`src/rtl/txq_pkg.sv`:
```
package txq_pkg;
  localparam int unsigned BYTE_W = 8;

  typedef struct packed {
    logic              eop;
    logic              abort;
    logic [BYTE_W-1:0] data;
  } txq_entry_t;
endpackage

```
`src/rtl/txq_ctrl.sv`:
```
module txq_ctrl #(
  parameter int unsigned DEPTH = 19,
  localparam int unsigned CNT_W = $clog2(DEPTH + 1),
  localparam int unsigned IDX_W = $clog2(DEPTH)
) (
  input  logic             clk,
  input  logic             rst_n,
  input  logic             wr_en,
  input  logic             load_req,
  output logic             pop,
  output logic             wr_go,
  output logic [IDX_W-1:0] wr_idx,
  output logic [CNT_W-1:0] level,
  output logic             full,
  output logic             empty
);
  localparam logic [CNT_W-1:0] CNT_MAX = CNT_W'(DEPTH);
  localparam logic [IDX_W-1:0] IDX_TOP = IDX_W'(DEPTH - 1);

  logic [CNT_W-1:0] cnt_q, cnt_d, after_pop;
  logic             cnt_en;

  always_comb begin
    pop       = load_req && (cnt_q != '0);
    after_pop = cnt_q - CNT_W'(pop);
    wr_go     = wr_en;
    if (after_pop == CNT_MAX) begin
      wr_idx = IDX_TOP;
      cnt_d  = after_pop;
    end else begin
      wr_idx = after_pop[IDX_W-1:0];
      cnt_d  = after_pop + CNT_W'(wr_en);
    end
    cnt_en = pop || wr_en;
  end

  always_ff @(posedge clk or negedge rst_n) begin
    if (!rst_n)      cnt_q <= '0;
    else if (cnt_en) cnt_q <= cnt_d;
  end

  assign level = cnt_q;
  assign full  = (cnt_q == CNT_MAX);
  assign empty = (cnt_q == '0);

  p_level_bound_r4: assert property (@(posedge clk) disable iff (!rst_n)
    cnt_q <= CNT_MAX);
  p_pop_lowers_r2: assert property (@(posedge clk) disable iff (!rst_n)
    (load_req && !empty && !wr_en) |=> (cnt_q == $past(cnt_q) - 1'b1));
  p_overwrite_keeps_r5: assert property (@(posedge clk) disable iff (!rst_n)
    (full && wr_en && !load_req) |=> (full && $stable(cnt_q)));
  p_swap_keeps_r8: assert property (@(posedge clk) disable iff (!rst_n)
    (!empty && wr_en && load_req) |=> $stable(cnt_q));
endmodule

```
`src/rtl/txq_store.sv`:
```
module txq_store
  import txq_pkg::*;
#(
  parameter int unsigned DEPTH = 19,
  localparam int unsigned IDX_W = $clog2(DEPTH)
) (
  input  logic             clk,
  input  logic             pop,
  input  logic             wr_go,
  input  logic [IDX_W-1:0] wr_idx,
  input  txq_entry_t       wr_entry,
  output txq_entry_t       head
);
  txq_entry_t slot_q [DEPTH];
  txq_entry_t slot_d [DEPTH];
  logic       slot_en [DEPTH];

  for (genvar i = 0; i < DEPTH; i++) begin : g_slot
    logic hit;
    assign hit = wr_go && (wr_idx == IDX_W'(i));

    if (i < DEPTH - 1) begin : g_mid
      always_comb begin
        slot_d[i] = hit ? wr_entry : slot_q[i+1];
      end
    end else begin : g_top
      always_comb begin
        slot_d[i] = hit ? wr_entry : slot_q[i];
      end
    end

    assign slot_en[i] = pop || hit;

    always_ff @(posedge clk) begin
      if (slot_en[i]) slot_q[i] <= slot_d[i];
    end
  end

  assign head = slot_q[0];
endmodule

```
`src/rtl/txq_out.sv`:
```
module txq_out
  import txq_pkg::*;
(
  input  logic       clk,
  input  logic       rst_n,
  input  logic       pop,
  input  logic       load_req,
  input  logic       empty,
  input  txq_entry_t head,
  output txq_entry_t shifter,
  output logic       load_valid,
  output logic       underrun
);
  txq_entry_t sh_q;
  logic       vld_q, und_q, und_d;

  always_comb begin
    und_d = load_req && empty;
  end

  always_ff @(posedge clk or negedge rst_n) begin
    if (!rst_n)   sh_q <= '0;
    else if (pop) sh_q <= head;
  end

  always_ff @(posedge clk or negedge rst_n) begin
    if (!rst_n) begin
      vld_q <= 1'b0;
      und_q <= 1'b0;
    end else begin
      vld_q <= pop;
      und_q <= und_d;
    end
  end

  assign shifter    = sh_q;
  assign load_valid = vld_q;
  assign underrun   = und_q;

  p_underrun_pulse_r6: assert property (@(posedge clk) disable iff (!rst_n)
    (load_req && empty) |=> (underrun && !load_valid && $stable(sh_q)));
  p_load_pulse_r2: assert property (@(posedge clk) disable iff (!rst_n)
    (load_req && !empty) |=> (load_valid && !underrun));
  p_shifter_hold_r2: assert property (@(posedge clk) disable iff (!rst_n)
    !load_valid |-> $stable(sh_q));
endmodule

```
`src/rtl/txq_tagged.sv`:
```
module txq_tagged
  import txq_pkg::*;
#(
  parameter int unsigned DEPTH = 19,
  localparam int unsigned CNT_W = $clog2(DEPTH + 1),
  localparam int unsigned IDX_W = $clog2(DEPTH)
) (
  input  logic              clk,
  input  logic              rst_n,
  input  logic              wr_en,
  input  logic [BYTE_W-1:0] wr_data,
  input  logic              wr_eop,
  input  logic              wr_abort,
  input  logic              load_req,
  output logic              full,
  output logic              empty,
  output logic [CNT_W-1:0]  level,
  output logic [BYTE_W-1:0] load_data,
  output logic              load_eop,
  output logic              load_abort,
  output logic              load_valid,
  output logic              underrun
);
  logic [1:0]       rst_sync_q;
  logic             rst_int_n;
  logic             pop, wr_go;
  logic [IDX_W-1:0] wr_idx;
  txq_entry_t       wr_entry, head, shifter;

  always_ff @(posedge clk or negedge rst_n) begin
    if (!rst_n) rst_sync_q <= 2'b00;
    else        rst_sync_q <= {rst_sync_q[0], 1'b1};
  end
  assign rst_int_n = rst_sync_q[1];

  always_comb begin
    wr_entry.eop   = wr_eop;
    wr_entry.abort = wr_abort;
    wr_entry.data  = wr_data;
  end

  txq_ctrl #(.DEPTH(DEPTH)) u_ctrl (
    .clk(clk), .rst_n(rst_int_n), .wr_en(wr_en), .load_req(load_req),
    .pop(pop), .wr_go(wr_go), .wr_idx(wr_idx), .level(level),
    .full(full), .empty(empty)
  );

  txq_store #(.DEPTH(DEPTH)) u_store (
    .clk(clk), .pop(pop), .wr_go(wr_go), .wr_idx(wr_idx),
    .wr_entry(wr_entry), .head(head)
  );

  txq_out u_out (
    .clk(clk), .rst_n(rst_int_n), .pop(pop), .load_req(load_req),
    .empty(empty), .head(head), .shifter(shifter),
    .load_valid(load_valid), .underrun(underrun)
  );

  assign load_data  = shifter.data;
  assign load_eop   = shifter.eop;
  assign load_abort = shifter.abort;

  p_flags_exclusive_r4: assert property (@(posedge clk) disable iff (!rst_int_n)
    !(full && empty));
  p_swap_full_r7: assert property (@(posedge clk) disable iff (!rst_int_n)
    (full && wr_en && load_req) |=> (full && load_valid));
  p_empty_write_r9: assert property (@(posedge clk) disable iff (!rst_int_n)
    (empty && wr_en && load_req) |=> (level == 1 && underrun));
endmodule

```
`config.mk`:
```
export PLATFORM = sky130hd
export DESIGN_NAME = txq_tagged
export DESIGN_NICKNAME = d
export VERILOG_FILES = /design/src/rtl/txq_pkg.sv /design/src/rtl/txq_ctrl.sv /design/src/rtl/txq_store.sv /design/src/rtl/txq_out.sv /design/src/rtl/txq_tagged.sv
export SDC_FILE = /design/constraint.sdc
export NUM_CORES = 1
export LEC_CHECK = 0
export BUFFER_PORTS_ARGS = -buffer_cell sky130_fd_sc_hd__buf_2
export CORE_MARGIN = 4
export CORE_UTILIZATION = 40
export DETAILED_ROUTE_END_ITERATION = 8
export GPL_TIMING_DRIVEN = 1
export MAX_ROUTING_LAYER = met4
export PLACE_DENSITY = 0.53
export SYNTH_ARGS = -nofsm -noshare
export SYNTH_HDL_FRONTEND = slang
export SYNTH_SLANG_ARGS = --single-unit
```
`constraint.sdc`:
```
create_clock -name clk -period 1.6 [get_ports clk]
set_clock_uncertainty 0.2 [all_clocks]
set_input_delay 0.24 -clock clk [delete_from_list [all_inputs] [get_ports clk]]
set_output_delay 0.24 -clock clk [all_outputs]
set_load 0.03 [all_outputs]
```
==> key figures <==
Flow run
  – MaxCap Viol Count: 0

Floorplanning
  – Top Ports: 33
  – CORE AREA: 0.02264 sq mm
  – Die area: 0.02555 sq mm
  – Die Width: 159.9 um
  – Initial core utilization: 40.74%
  – Std-Cell Rows: 55
  – Chip height: 159.9 um

Place
  – Dpl cells: 900
  – Routability congestion estimate: 0.7823
  – DP Wirelength: between 10000 and 15000 um
  – Input/output buffers: 32

Power and ir drop
  – Seq pwr share: 39.3%
  – Pleak: slightly below 5 nW
  – Worst VDD drop: 0.9487 mV
  – Internal power: 15.26 mW
  – Switching Fraction: between 20% and 30%
  – Clock power share: 26.0%
  – NetSw: a little over 6 mW
  – Pwr Density: approximately 1700 mW/mm^2
  – Gate power share: a little over a third

Timing
  – Final setup vio count: around 390
  – Max Fclk: 313.2 MHz
  – Relative slew slack: between 30% and 40%
  – Tmin final: 3193 ps
  – Hold Violations, Final: 2
  – Slew Limit Fails: 0
  – Setup TNS: -547890 ps
  – Unrepaired setup endpoints after global routing: yes
  – Period utilization: 199.6%
  – Hold Slack: -212.9 ps
  – Setup WS post-layout: -1593 ps
  – Worst-margin pin slew: 976.8 ps

Run status
  – Status: finished with violations
  – Failing checks: hold timing, setup timing

Drt
  – Routed wire length: 20790 um
  – Post-DRT Antenna Nets: 0
  – Vias per cell: ~5.2
  – First DRT Iteration DRCs: 372
  – Per-cell routed wire length: 21.04 um
  – Drc violations: 0
  – Initial DRT Pass Iterations: 4
  – Overall via count from detail_route: 5122

Global route
  – First-pass GRT wire length: 31940 um
  – Gr usage total: between 10% and 20%
  – Initial antenna violation count: 0
  – Grt ovf: 0
  – Vias in the first global route: 5481
  – Largest net degree at the start of global routing: 32

Synth
  – Post-synth ARST share: a little under a tenth
  – Sequential-to-total area share from yosys stat: 67.01%
  – Synthesis warning total: 0
  – Mapped Cells: 549
  – EDFF count, synth: between 150 and 200
  – Syn Area/Cell: around 17 sq um
  – Syn_nets: roughly 570
  – Synthesized area: 0.009224 sq mm
  – Most used DFF post-synth: edfxtp_1
  – Number of synthesized register bits: 209
  – Distinct cells, synth: 48

Critical path
  – WP data required: around 1700 ps
  – Type of the worst setup path: reg -> reg
  – CP arrival: between 3000 and 4000 ps
  – Setup crit end kind: flop
  – Setup crit start kind: flop
  – CP Max Fanout: 10

Finish
  – Nets: 703
  – Commonest non-fill, non-tap cell in the layout: edfxtp_1
  – Fin cells: 988
  – Most frequent cells in the layout: edfxtp_1 (190), mux2_4 (108), mux2_2 (75)
  – Layout cell share with drive strength beyond 1: 59.03%
  – P&R area growth vs syn: 35.53%
  – Antenna fix cells: 0

Worst hold path
  – Hold Path Class: in -> reg

CTS
  – Maximum buffer depth of the clock tree: 3
  – TritonCTS Buffers: 24
  – Root buffer cell: clkbuf_16
  – Worst-skew pair later-pin latency: around 520 ps
  – H-Tree Depth: 1
  – Clock sink total: 209
  – Hold buffer count at CTS: 6
  – TritonCTS clock tree: done
  – Clk slew on worst S/H paths: ~60 ps
-- state kept, by name, indices dropped and copies added (netlist names) --
| signal | flops |
|---|---|
| u_ctrl.level | 5 |
| u_store.slot_q | 190 |
| u_out.shifter | 10 |
| u_out.underrun | 1 |
| rst_sync_q | 2 |
| u_out.load_valid | 1 |
-- stage by stage --
step / worst slack (ps) / utilization, % / area [sq um] / power, mW
finish: -1593 / 55.21 / 12500 / 21.43
detailed placement: -1716 / 47.23 / 10690 / 14.31
CTS: -1651 / 54.01 / 12230 / 21.16
floorplan: -2347 / - / 9654 / 12.29
global route: -1697 / 55.21 / 12500 / 22.39
global placement: -1674 / 47.23 / 10690 / 14.24
-- timing repair --
item,4_1_cts,5_1_grt
setup buffers,16,9
resized for setup,97,41
endpoints found under the setup margin,393,392
endpoints found under the hold margin,24,2
gates cloned,11,6
pin swaps,11,7
-- area by class of cell --
class / count / area (sq um)
fill: 1767 / 10140
sequential: 209 / 6183
tap: 285 / 356.6
inverter: 5 / 21.27
multi-input combinational: 318 / 3822
clock buffer: 33 / 705.7
timing repair buffer: 127 / 1291
clock inverter: 11 / 120.1
-- worst max-delay path, stage by stage, from the launching register on --
cell	delay, ps
dfrtp_2	400
or2_4	260
nor4_4	150
nand2b_4	190
inv_4	40
ha_4	160
nor2b_2	170
buf_6	130
mux2i_2	160
mux2_4	330
buf_4	160
nor2_4	120
buf_12	160
mux2_4	310
-- cells by family after synthesis --
group,synth area share [%]
other,0.04066
buffers and inverters,1.845
xor gates and xnor gates,0.4749
muxes,23.41
adders and majority gates,0.5426
AOI/OAI and AO/OA,1.289
and+or+nand+nor,5.385
DFF,67.01
-- path summary, 6_finish.rpt --
kind | from | to | slack [ps] | depth (start not counted)
setup reg to reg | u_ctrl.level[3]$_DFFE_PN0P_ | u_store.slot_q[13][2]$_DFFE_PP_ | -1590 | 13
hold / removal | load_req | u_out.underrun$_DFF_PN0_ | -210 | 2
setup / recovery | u_ctrl.level[3]$_DFFE_PN0P_ | u_store.slot_q[13][2]$_DFFE_PP_ | -1590 | 13
hold reg to reg | rst_sync_q[0]$_DFF_PN0_ | rst_sync_q[1]$_DFF_PN0_ | 150 | 0
max in group asynchronous | rst_sync_q[1]$_DFF_PN0_ | u_ctrl.level[3]$_DFFE_PN0P_ | 470 | 2
min in group asynchronous | rst_n | rst_sync_q[1]$_DFF_PN0_ | 360 | 3
-- synthesized netlist by cell type, drive strengths merged (3+ instances only) --
cell type  count  area [sq um]
buf           16         106.4
clkbuf        12         45.04
dfrtp         19         475.5
edfxtp       190          5705
ha             4         50.05
inv            5         18.76
mux2         183          2095
mux2i          4         65.06
nand2         40         150.1
nand2b         8         57.55
nand3          3         15.01
nor2          18         120.1
nor2b          5         33.78
nor3b          3         27.52
o21ai         11         55.05
xor2           3         26.28
-- layer usage --
metal	track usage, %	up-vias	part of all wire [%]
met3	2.116	27	3.0
li1	-	2364	-
met1	22.22	2658	46
met5	-	-	0
met4	3.754	0	1.6
met2	26.03	73	49
-- power groups by stage --
stage | Combinational, mW | Clock, mW | Sequential [mW]
floorplan | 3.65 | 0 | 8.64
global placement | 5.73 | 0 | 8.50
detailed placement | 5.82 | 0 | 8.49
CTS | 7.04 | 5.71 | 8.42
global route | 7.92 | 5.94 | 8.53
finish | 7.44 | 5.57 | 8.42
(Power assumes the default switching activity.)
